## config.mk

```make
export PLATFORM = sky130hd
export DESIGN_NAME = relo_unit
export DESIGN_NICKNAME = d
export VERILOG_FILES = /design/src/rtl/relo_pkg.sv /design/src/rtl/relo_regfile.sv /design/src/rtl/relo_xlate.sv /design/src/rtl/relo_resp.sv /design/src/rtl/relo_unit.sv
export SDC_FILE = /design/constraint.sdc
export NUM_CORES = 1
export LEC_CHECK = 0
export ABC_AREA = 1
export CORE_UTILIZATION = 51
export CTS_BUF_LIST = sky130_fd_sc_hd__clkbuf_8 sky130_fd_sc_hd__clkbuf_16
export DETAILED_ROUTE_END_ITERATION = 10
export GPL_ROUTABILITY_DRIVEN = 0
export PLACE_DENSITY = 0.78
export SETUP_SLACK_MARGIN = 0.1
export SYNTH_ARGS = -nofsm -noshare
export SYNTH_HDL_FRONTEND = slang
export SYNTH_SLANG_ARGS = --single-unit
```

## constraint.sdc

```tcl
create_clock -name clk -period 4.7 [get_ports clk]
set_input_delay 0.94 -clock clk [delete_from_list [all_inputs] [get_ports clk]]
set_output_delay 0.94 -clock clk [all_outputs]
set_load 0.05 [all_outputs]
```

## src/rtl/relo_pkg.sv

```systemverilog
// Shared definitions for the relocation unit.
// Assumes: three relocation registers, selected by a 2-bit code.
package relo_pkg;
    localparam int REG_COUNT = 3;

    typedef enum logic [1:0] {
        SEL_START = 2'd0,
        SEL_BASE  = 2'd1,
        SEL_LIMIT = 2'd2,
        SEL_NONE  = 2'd3
    } relo_sel_e;
endpackage

```

## src/rtl/relo_regfile.sv

```systemverilog
// Holds the program start, physical base and physical limit registers.
// Kernel-mode writes load the selected register. A user-mode write is
// dropped and flagged as a protection fault on the next cycle.
// Assumes: kernel_mode is stable during the write cycle.
module relo_regfile
    import relo_pkg::*;
#(
    parameter int AW = 16
) (
    input  logic          clk,
    input  logic          rst_n,
    input  logic          kernel_mode,
    input  logic          cfg_wr_en,
    input  logic [1:0]    cfg_sel,
    input  logic [AW-1:0] cfg_wdata,
    output logic [AW-1:0] start_q,
    output logic [AW-1:0] base_q,
    output logic [AW-1:0] limit_q,
    output logic          gp_fault
);
    logic [AW-1:0] regs_q [REG_COUNT];
    logic          wr_ok;

    // Purpose: a write is legal only in kernel mode
    assign wr_ok = cfg_wr_en && kernel_mode;

    for (genvar gi = 0; gi < REG_COUNT; gi++) begin : g_reg
        // Purpose: load one relocation register when it is selected
        always_ff @(posedge clk) begin
            if (!rst_n)
                regs_q[gi] <= '0;
            else if (wr_ok && (cfg_sel == 2'(gi)))
                regs_q[gi] <= cfg_wdata;
        end
    end

    // Purpose: one-cycle pulse for a refused user-mode write
    always_ff @(posedge clk) begin
        if (!rst_n)
            gp_fault <= 1'b0;
        else
            gp_fault <= cfg_wr_en && !kernel_mode;
    end

    assign start_q = regs_q[SEL_START];
    assign base_q  = regs_q[SEL_BASE];
    assign limit_q = regs_q[SEL_LIMIT];

    AST_USER_WRITE_HOLDS: assert property (@(posedge clk) disable iff (!rst_n)
        (cfg_wr_en && !kernel_mode) |=> ($stable(start_q) && $stable(base_q) && $stable(limit_q)));
    AST_USER_WRITE_GP: assert property (@(posedge clk) disable iff (!rst_n)
        (cfg_wr_en && !kernel_mode) |=> gp_fault);
    AST_NO_WRITE_HOLDS: assert property (@(posedge clk) disable iff (!rst_n)
        !cfg_wr_en |=> ($stable(start_q) && $stable(base_q) && $stable(limit_q)));
endmodule

```

## src/rtl/relo_xlate.sv

```systemverilog
// Combinational relocation and bounds check for one access.
// Computes p = a - start + base with one extra bit, so that a borrow
// or a carry is visible, and compares p against [base, limit].
// Kernel-mode accesses pass through unchanged and never fault.
// Assumes: the registers are stable during the evaluating cycle.
module relo_xlate #(
    parameter int AW = 16
) (
    input  logic [AW-1:0] addr,
    input  logic          kernel_mode,
    input  logic [AW-1:0] start_q,
    input  logic [AW-1:0] base_q,
    input  logic [AW-1:0] limit_q,
    output logic [AW-1:0] paddr,
    output logic          oob
);
    localparam int EW = AW + 1;

    logic [EW-1:0] offset_x;
    logic [EW-1:0] sum_x;
    logic          borrow;
    logic          carry;
    logic [AW-1:0] phys;
    logic          above;
    logic          below;

    // Purpose: subtract the compiled start, then add the physical base
    always_comb begin
        offset_x = {1'b0, addr} - {1'b0, start_q};
        borrow   = offset_x[AW];
        sum_x    = {1'b0, offset_x[AW-1:0]} + {1'b0, base_q};
        carry    = sum_x[AW];
        phys     = sum_x[AW-1:0];
    end

    // Purpose: compare the translated address with both window edges
    always_comb begin
        above = phys > limit_q;
        below = phys < base_q;
    end

    // Purpose: choose bypass or checked result
    always_comb begin
        if (kernel_mode) begin
            paddr = addr;
            oob   = 1'b0;
        end else begin
            oob   = borrow || carry || above || below;
            paddr = oob ? '0 : phys;
        end
    end

    AST_BORROW_FAULTS: assert final (kernel_mode || !(addr < start_q) || oob);
endmodule

```

## src/rtl/relo_resp.sv

```systemverilog
// Registers the translation result, producing a valid or fault strobe
// one cycle after the request, and latches the faulting program address.
// Assumes: oob and paddr come from the same request that req_valid marks.
module relo_resp #(
    parameter int AW = 16
) (
    input  logic          clk,
    input  logic          rst_n,
    input  logic          req_valid,
    input  logic          req_write,
    input  logic [AW-1:0] req_addr,
    input  logic [AW-1:0] paddr,
    input  logic          oob,
    output logic          rsp_valid,
    output logic          rsp_fault,
    output logic [AW-1:0] rsp_paddr,
    output logic          rsp_write,
    output logic [AW-1:0] fault_addr
);
    // Purpose: register the strobes and the response payload
    always_ff @(posedge clk) begin
        if (!rst_n) begin
            rsp_valid <= 1'b0;
            rsp_fault <= 1'b0;
            rsp_paddr <= '0;
            rsp_write <= 1'b0;
        end else begin
            rsp_valid <= req_valid && !oob;
            rsp_fault <= req_valid && oob;
            rsp_paddr <= req_valid ? paddr : '0;
            rsp_write <= req_valid && req_write;
        end
    end

    // Purpose: keep the program address of the latest fault
    always_ff @(posedge clk) begin
        if (!rst_n)
            fault_addr <= '0;
        else if (req_valid && oob)
            fault_addr <= req_addr;
    end

    AST_STROBES_EXCLUSIVE: assert property (@(posedge clk) disable iff (!rst_n)
        !(rsp_valid && rsp_fault));
    AST_NO_SPURIOUS_STROBE: assert property (@(posedge clk) disable iff (!rst_n)
        !req_valid |=> !(rsp_valid || rsp_fault));
    AST_FAULT_ADDR_CAPTURE: assert property (@(posedge clk) disable iff (!rst_n)
        (req_valid && oob) |=> (fault_addr == $past(req_addr)));
    AST_FAULT_ADDR_HOLDS: assert property (@(posedge clk) disable iff (!rst_n)
        !(req_valid && oob) |=> $stable(fault_addr));
endmodule

```

## src/rtl/relo_unit.sv

```systemverilog
// Top of the base-limit relocation unit. It ties together the privileged
// register file, the combinational translator and the response register.
// Assumes: one request per cycle at most, with a one-cycle fixed latency.
module relo_unit #(
    parameter int AW = 16
) (
    input  logic          clk,
    input  logic          rst_n,
    input  logic          kernel_mode,
    input  logic          cfg_wr_en,
    input  logic [1:0]    cfg_sel,
    input  logic [AW-1:0] cfg_wdata,
    input  logic          req_valid,
    input  logic [AW-1:0] req_addr,
    input  logic          req_write,
    output logic          rsp_valid,
    output logic          rsp_fault,
    output logic [AW-1:0] rsp_paddr,
    output logic          rsp_write,
    output logic [AW-1:0] fault_addr,
    output logic          gp_fault
);
    logic [AW-1:0] start_q;
    logic [AW-1:0] base_q;
    logic [AW-1:0] limit_q;
    logic [AW-1:0] xl_paddr;
    logic          xl_oob;

    relo_regfile #(.AW(AW)) u_regs (
        .clk        (clk),
        .rst_n      (rst_n),
        .kernel_mode(kernel_mode),
        .cfg_wr_en  (cfg_wr_en),
        .cfg_sel    (cfg_sel),
        .cfg_wdata  (cfg_wdata),
        .start_q    (start_q),
        .base_q     (base_q),
        .limit_q    (limit_q),
        .gp_fault   (gp_fault)
    );

    relo_xlate #(.AW(AW)) u_xlate (
        .addr       (req_addr),
        .kernel_mode(kernel_mode),
        .start_q    (start_q),
        .base_q     (base_q),
        .limit_q    (limit_q),
        .paddr      (xl_paddr),
        .oob        (xl_oob)
    );

    relo_resp #(.AW(AW)) u_resp (
        .clk        (clk),
        .rst_n      (rst_n),
        .req_valid  (req_valid),
        .req_write  (req_write),
        .req_addr   (req_addr),
        .paddr      (xl_paddr),
        .oob        (xl_oob),
        .rsp_valid  (rsp_valid),
        .rsp_fault  (rsp_fault),
        .rsp_paddr  (rsp_paddr),
        .rsp_write  (rsp_write),
        .fault_addr (fault_addr)
    );

    AST_VALID_IN_WINDOW: assert property (@(posedge clk) disable iff (!rst_n)
        (req_valid && !kernel_mode && !xl_oob) |=>
            (rsp_paddr >= $past(base_q) && rsp_paddr <= $past(limit_q)));
    AST_KERNEL_BYPASS: assert property (@(posedge clk) disable iff (!rst_n)
        (req_valid && kernel_mode) |=> (rsp_valid && rsp_paddr == $past(req_addr)));
    AST_WRITE_FLAG_ECHO: assert property (@(posedge clk) disable iff (!rst_n)
        req_valid |=> (rsp_write == $past(req_write)));
endmodule

```

# ---- Yosys cells after proc, flatten, opt, wreduce, memory -nomap -nowiden
# Memories as Yosys holds them, arrays and structs flattened.
# Index checks and enable logic that the tools add are counted.
dict set report totals {
  reg_bits 36
  output_inout_bits 36
  memories 1
  mem_bits_rw 48
}
# memory depth word_bits rd rd_ports_with_merged_regs write_ports line
set memory_table {}
lappend memory_table {u_regs.regs_q 3 16 3 0 3 relo_regfile.sv:21} ;# logic [AW-1:0] regs_q [REG_COUNT];
dict set report classes {
  n_reduce_logical 15
  n_eq_ne 2
  mux 16
  n_bitwise 3
  n_addsub 2
  order_cmp 2
}
# op count
set ops {}
lappend ops {{two-way mux 16 bit} 5}
lappend ops {{adder 16 x 16 -> 17 bit} 1}
lappend ops {{subtractor 16 x 16 -> 17 bit} 1}
lappend ops {{> comparator 16 bit} 1}
lappend ops {{< comparator 16 bit} 1}
lappend ops {{two-way mux 1 bit} 11}
lappend ops {{logical AND 1 bit} 8}
lappend ops {{logical OR 1 bit} 3}
lappend ops {{bitwise OR 1 bit} 3}
lappend ops {{equality test 2 x 1 -> 1 bit (second input constant)} 1}
lappend ops {{equality test 2 bit (second input constant)} 1}
lappend ops {{logical NOT 1 bit} 2}
lappend ops {{logical NOT 2 bit} 1}
lappend ops {{AND reduction 2 bit} 1}

# ---- Depth between registers and ports, before layout
dict set report logic_depth {
  ltp_word 8
  mapped_depth 32
  ltp_nobuf 31
}

# ---- Cells and area by module
# Synthesis repeated with hierarchy kept, for this count alone.
dict set report unflattened {
  hier_cells 847
  area_unflattened_um2 6034.5
}
# mod n_inst area_per_inst_um2 cells_per_inst
set modules_own_cells {}
lappend modules_own_cells {relo_xlate 1 3015.4 553}
lappend modules_own_cells {relo_regfile 1 1815.5 134}
lappend modules_own_cells {relo_resp 1 1203.7 160}

# ---- Worst setup path before layout
# No wires, ideal clock.
dict set report synth_timing {
  path_type {input port to flip-flop}
  from {in req_addr[0]}
  to {reg u_resp.rsp_paddr[6]}
  setup_ns 0.072
  n_path_buf 2
  required_time_ns 4.628
  t_arrival_ns 4.633
  stages 29
  slack_ns -0.005
  cell_sequence {inv_1 -> ha_1 -> fa_1 -> nand3b_1 -> nand2_1 -> nand2_1 -> nand2_1 -> nand2_1 -> nand2_1 -> a31oi_1 -> xor2_1 -> ha_1 -> inv_1 -> nor3_1 -> a21oi_1 -> nand3_1 -> nand2_1 -> ha_1 -> nand2_1 -> nor2_1 -> nor2b_1 -> a21oi_1 -> nor2_1 -> nand3_2 -> buf_6 -> nor2_8 -> buf_6 -> nand2_1 -> a21oi_1}
}
dict set report synth_between {
  elab_chain_cells 7
  word_cells_on_any_way 9
}
# item line
set synth_lines {}
lappend synth_lines {{from (decl)} relo_unit.sv:14} ;# input logic [AW-1:0] req_addr,
lappend synth_lines {{subtractor 16 x 16 -> 17 bit *} relo_xlate.sv:29} ;# offset_x = {1'b0, addr} - {1'b0, start_q};
lappend synth_lines {{adder 16 x 16 -> 17 bit} relo_xlate.sv:31} ;# sum_x = {1'b0, offset_x[AW-1:0]} + {1'b0, base_q};
lappend synth_lines {{> comparator 16 bit or logical OR 1 bit (tied branches)} {relo_xlate.sv:38, relo_xlate.sv:48}}
lappend synth_lines {{logical OR 1 bit (2 in a row)} relo_xlate.sv:48} ;# oob = borrow || carry || above || below;
lappend synth_lines {{two-way mux 16 bit *} relo_xlate.sv:49} ;# paddr = oob ? '0 : phys;
lappend synth_lines {{two-way mux 16 bit *} relo_xlate.sv:44} ;# if (kernel_mode) begin
lappend synth_lines {{to (signal assigned)} relo_resp.sv:30} ;# rsp_paddr <= req_valid ? paddr : '0;
lappend synth_lines {{to (decl)} relo_resp.sv:16} ;# output logic [AW-1:0] rsp_paddr,
# Every way passes the cells marked *; elsewhere a longest branch is shown, timed or not.
# A chain may end at the register's enable or synchronous reset.

# ---- Worst setup path after layout
dict set report layout_timing {
  from {in req_addr[7]}
  to {reg u_resp.rsp_paddr[10]}
}
# The elaborated chain is that of the path after synthesis.

==> metrics.csv <==
metric,value,unit
status,"complete, but fails checks",
violations,negative setup slack,
crit_top_cell,nand2_1,
wl_met2,8.20,mm
yosysWarningCount,0,
wl_met1,6.66,mm
clkPwrFrac,15.4,%
netSwitchingFraction,42.1,%
fin_crit_sh,104,%
rsz0062_at_grt,yes,
drt_iter0_markers,664,
critical_path_arrival,5.18,ns
num_vias,5810,
drive_gt1_share,23.8,%
power_density,401,nW/um2
cts-root-buf,clkbuf_8,
period_minus_slack,4.89,ns
io_buffers,75,
drc,0,
start_util,52.3,%
power_frac_comb,58.1,%
numCtsBuffers,9,
num-fill-cells,701,
hp-class,flop to flop,
cp.buffers_inverters,3,
grt_use_total,27.9,%
ant_nets,0,
power,3230,uW
clkTransAtPathRegs,0.08,ns
synth-seq-area-share,38.1,%
wirelength,17.1,mm
ys_seq_elements,84,
core_area,10800,um2
hpwl,11.5,mm
cp_max_fo,8,
grt_max_degree,25,
intPower,1870,uW
cts_tree,done,
vias_per_cell,5.44,
cpPeakStageDelay,0.37,ns
crit_slowest_cell,ha_1,
syn_avg_cell_area,7.56,um2
p_leak,0.00396,uW
slew_viol_final,0,
die_h,107,um
max_freq,0.205,GHz
fp-row-count,38,
grt_pass1_wl,24.6,mm
ir_drop,0.177,mV
wl_per_cell,16.0,um
crit_required,4.99,ns
die_area,11500,um2
area_growth,42.1,%
hold_viol,0,
finClkSkew,0.00785,ns
clockBufferDepth,2,
die-width,107,um
cp_top_family,simple AND/OR/NAND/NOR gates,
antenna_found_initial,0,
setup_viol,32,
clock-sinks,84,
wl_met3,1.42,mm
crit_path_start,req_addr[7],
synth_nets,856,
grt_pass1_vias,5343,
crit_type,input port to flop,
power.switching,1360,uW
io_pins,76,
top_layer,met4,
cp-end-kind,flop,
drv_cap,0,
hold_path_startpoint,u_resp.fault_addr[5],
overflow,0,
yosysUniqueCellTypes,35,
r2r_start,u_regs.regs_q[0][0],
tns,-3.65,ns
startpoint_type,input port,
diodes,0,
slew_headroom,41.2,%
power_frac_seq,26.5,%
tightest_slew,0.880,ns
firstDrtPassIters,5,
nets,1029,
path_cells,clkdlybuf4s15_1 > ha_4 > a21o_1 > nor2_2 > nand2_4 > buf_4 > xor2_2 > ha_1 > a21oi_1 > nand2_1 > a21oi_1 > nand2_1 > nand2_1 > nand2_1 > ha_1 > nand2_1 > nor3_4 > nand4_1 > nand2_2 > nand3_4 > buf_6 > nor2_4 > nand2_1 > a21oi_2,
clock_latency,0.38,ns
postCtsHoldBufs,0,
postSynthCellCount,750,
syn_area,5670,um2
setup_slack,-0.189,ns
htree_levels,3,
[logic make-up (layout without fill, tap and decap cells)]
group / count (synthesis) / after routing / share of synthesized area [%]
simple gates: 321 / 322 / 23.4
buf+inv: 170 / 347 / 11.6
compound gates: 85 / 85 / 8.32
flops: 84 / 84 / 38.1
fa+ha+maj: 66 / 66 / 14.8
xor+xnor: 24 / 24 / 3.71
[final timing paths]
check	end	slack [ns]	cells past startpoint
hold reg to reg	u_resp.fault_addr[5]	0.51	4
setup / recovery	u_resp.rsp_paddr[10]	-0.19	24
setup reg to reg	u_resp.rsp_paddr[10]	0.07	25
hold / removal	u_resp.fault_addr[5]	0.51	4
[tightest hold or removal path, stage by stage, from the launching register on]
cell and delay (ns):
dfxtp_1 0.31, inv_1 0.05, nand2_1 0.04, inv_1 0.04, nor2_1 0.03
[routing by layer]
layer / track usage, % / up-vias
li1: - / 2724
met5: 0 / -
met4: 11.4 / 0
met1: 33.9 / 2640
met2: 49.1 / 354
met3: 4.30 / 92
[cells in the mapped netlist, drive strengths merged]
cell / count / area, um2
nand2: 174 / 656
inv: 153 / 574
nor2: 97 / 380
ha: 64 / 801
a21oi: 54 / 270
edfxtp: 48 / 1440
dfxtp: 36 / 721
nand4: 22 / 138
nand3: 18 / 95.1
xor2: 17 / 149
o21ai: 12 / 60.1
clkbuf: 10 / 37.5
xnor2: 7 / 61.3
a21o: 6 / 45.0
buf: 6 / 43.8
nor3: 6 / 30.0
o31ai: 4 / 30.0
a31oi: 3 / 18.8
fa: 2 / 40.0
o21bai: 2 / 15.0
a21boi: 1 / 7.51
a221oi: 1 / 8.76
a31o: 1 / 8.76
clkinv: 1 / 3.75
nand3b: 1 / 7.51
nor2b: 1 / 6.26
nor4: 1 / 6.26
o21a: 1 / 7.51
or2: 1 / 6.26
[per-stage QoR]
| stage | instances | area [um2] | setup slack (ns) | hold slack, ns | util, % |
|---|---|---|---|---|---|
| 6_report | 1068 | 8060 | -0.189 | 0.515 | 74.3 |
| 5_1_grt | 1068 | 8060 | -0.401 | 0.539 | 74.3 |
| 4_1_cts | 1065 | 7860 | 0.0152 | 0.513 | 72.5 |
| 3_5_place_dp | 1037 | 7210 | -0.961 | 0.499 | 66.6 |
| 3_3_place_gp | 1037 | 7210 | -0.805 | 0.496 | 66.6 |
| 2_1_floorplan | 750 | 5680 | 0.118 | 0.622 | - |
[power groups by stage]
stage                     logic [uW]  clock network, uW  registers (uW)
final                           1880                498             856
after global routing            2020                519             860
after floorplan                  821                  0             948
after CTS                       1690                488             855
after detailed placement        1500                  0             871
after global placement          1430                  0             868
[layout by cell type (no fill, tap or decap), types with 4 or more instances in the layout]
| cell type | synthesis | final |
|---|---|---|
| a21o_1 | 6 | 6 |
| a21oi_1 | 54 | 30 |
| a21oi_2 | 0 | 22 |
| buf_4 | 1 | 94 |
| buf_6 | 2 | 4 |
| clkbuf_2 | 0 | 4 |
| clkbuf_8 | 0 | 9 |
| clkdlybuf4s50_1 | 0 | 62 |
| dfxtp_1 | 36 | 36 |
| dlygate4sd2_1 | 0 | 5 |
| edfxtp_1 | 48 | 48 |
| ha_1 | 64 | 51 |
| ha_4 | 0 | 12 |
| inv_1 | 153 | 153 |
| nand2_1 | 173 | 150 |
| nand2_2 | 1 | 20 |
| nand2_4 | 0 | 4 |
| nand3_1 | 17 | 15 |
| nand4_1 | 22 | 22 |
| nor2_1 | 96 | 88 |
| nor2_2 | 0 | 6 |
| o21ai_0 | 12 | 5 |
| o21ai_1 | 0 | 4 |
| o31ai_2 | 0 | 4 |
| xnor2_1 | 7 | 6 |
| xor2_1 | 17 | 12 |
| xor2_2 | 0 | 5 |
[registers in the layout (all words and copies together), names as in the netlist]
register	cells
u_resp.rsp_fault	1
u_resp.rsp_write	1
u_regs.gp_fault	1
u_resp.rsp_valid	1
u_resp.fault_addr	16
u_resp.rsp_paddr	16
u_regs.regs_q	48
[repair_timing]
| action | in CTS | in global routing |
|---|---|---|
| pin swaps | 43 | 57 |
| setup buffers | 9 | 3 |
| gates resized for setup | 87 | 60 |
| endpoints found under the setup margin | 34 | 34 |
| gates cloned | 3 | 0 |
[layout make-up]
type | instances | area (um2) | area share, %
well taps | 140 | 175 | 2.17
clock inverters | 7 | 55.1 | 0.683
multi-input cells | 497 | 3380 | 42.0
flip-flops and latches | 84 | 2160 | 26.8
repair buffers | 177 | 1580 | 19.6
inverters | 154 | 581 | 7.20
clock buffers | 9 | 124 | 1.54
No activity file was read; power rests on OpenSTA's default activity.
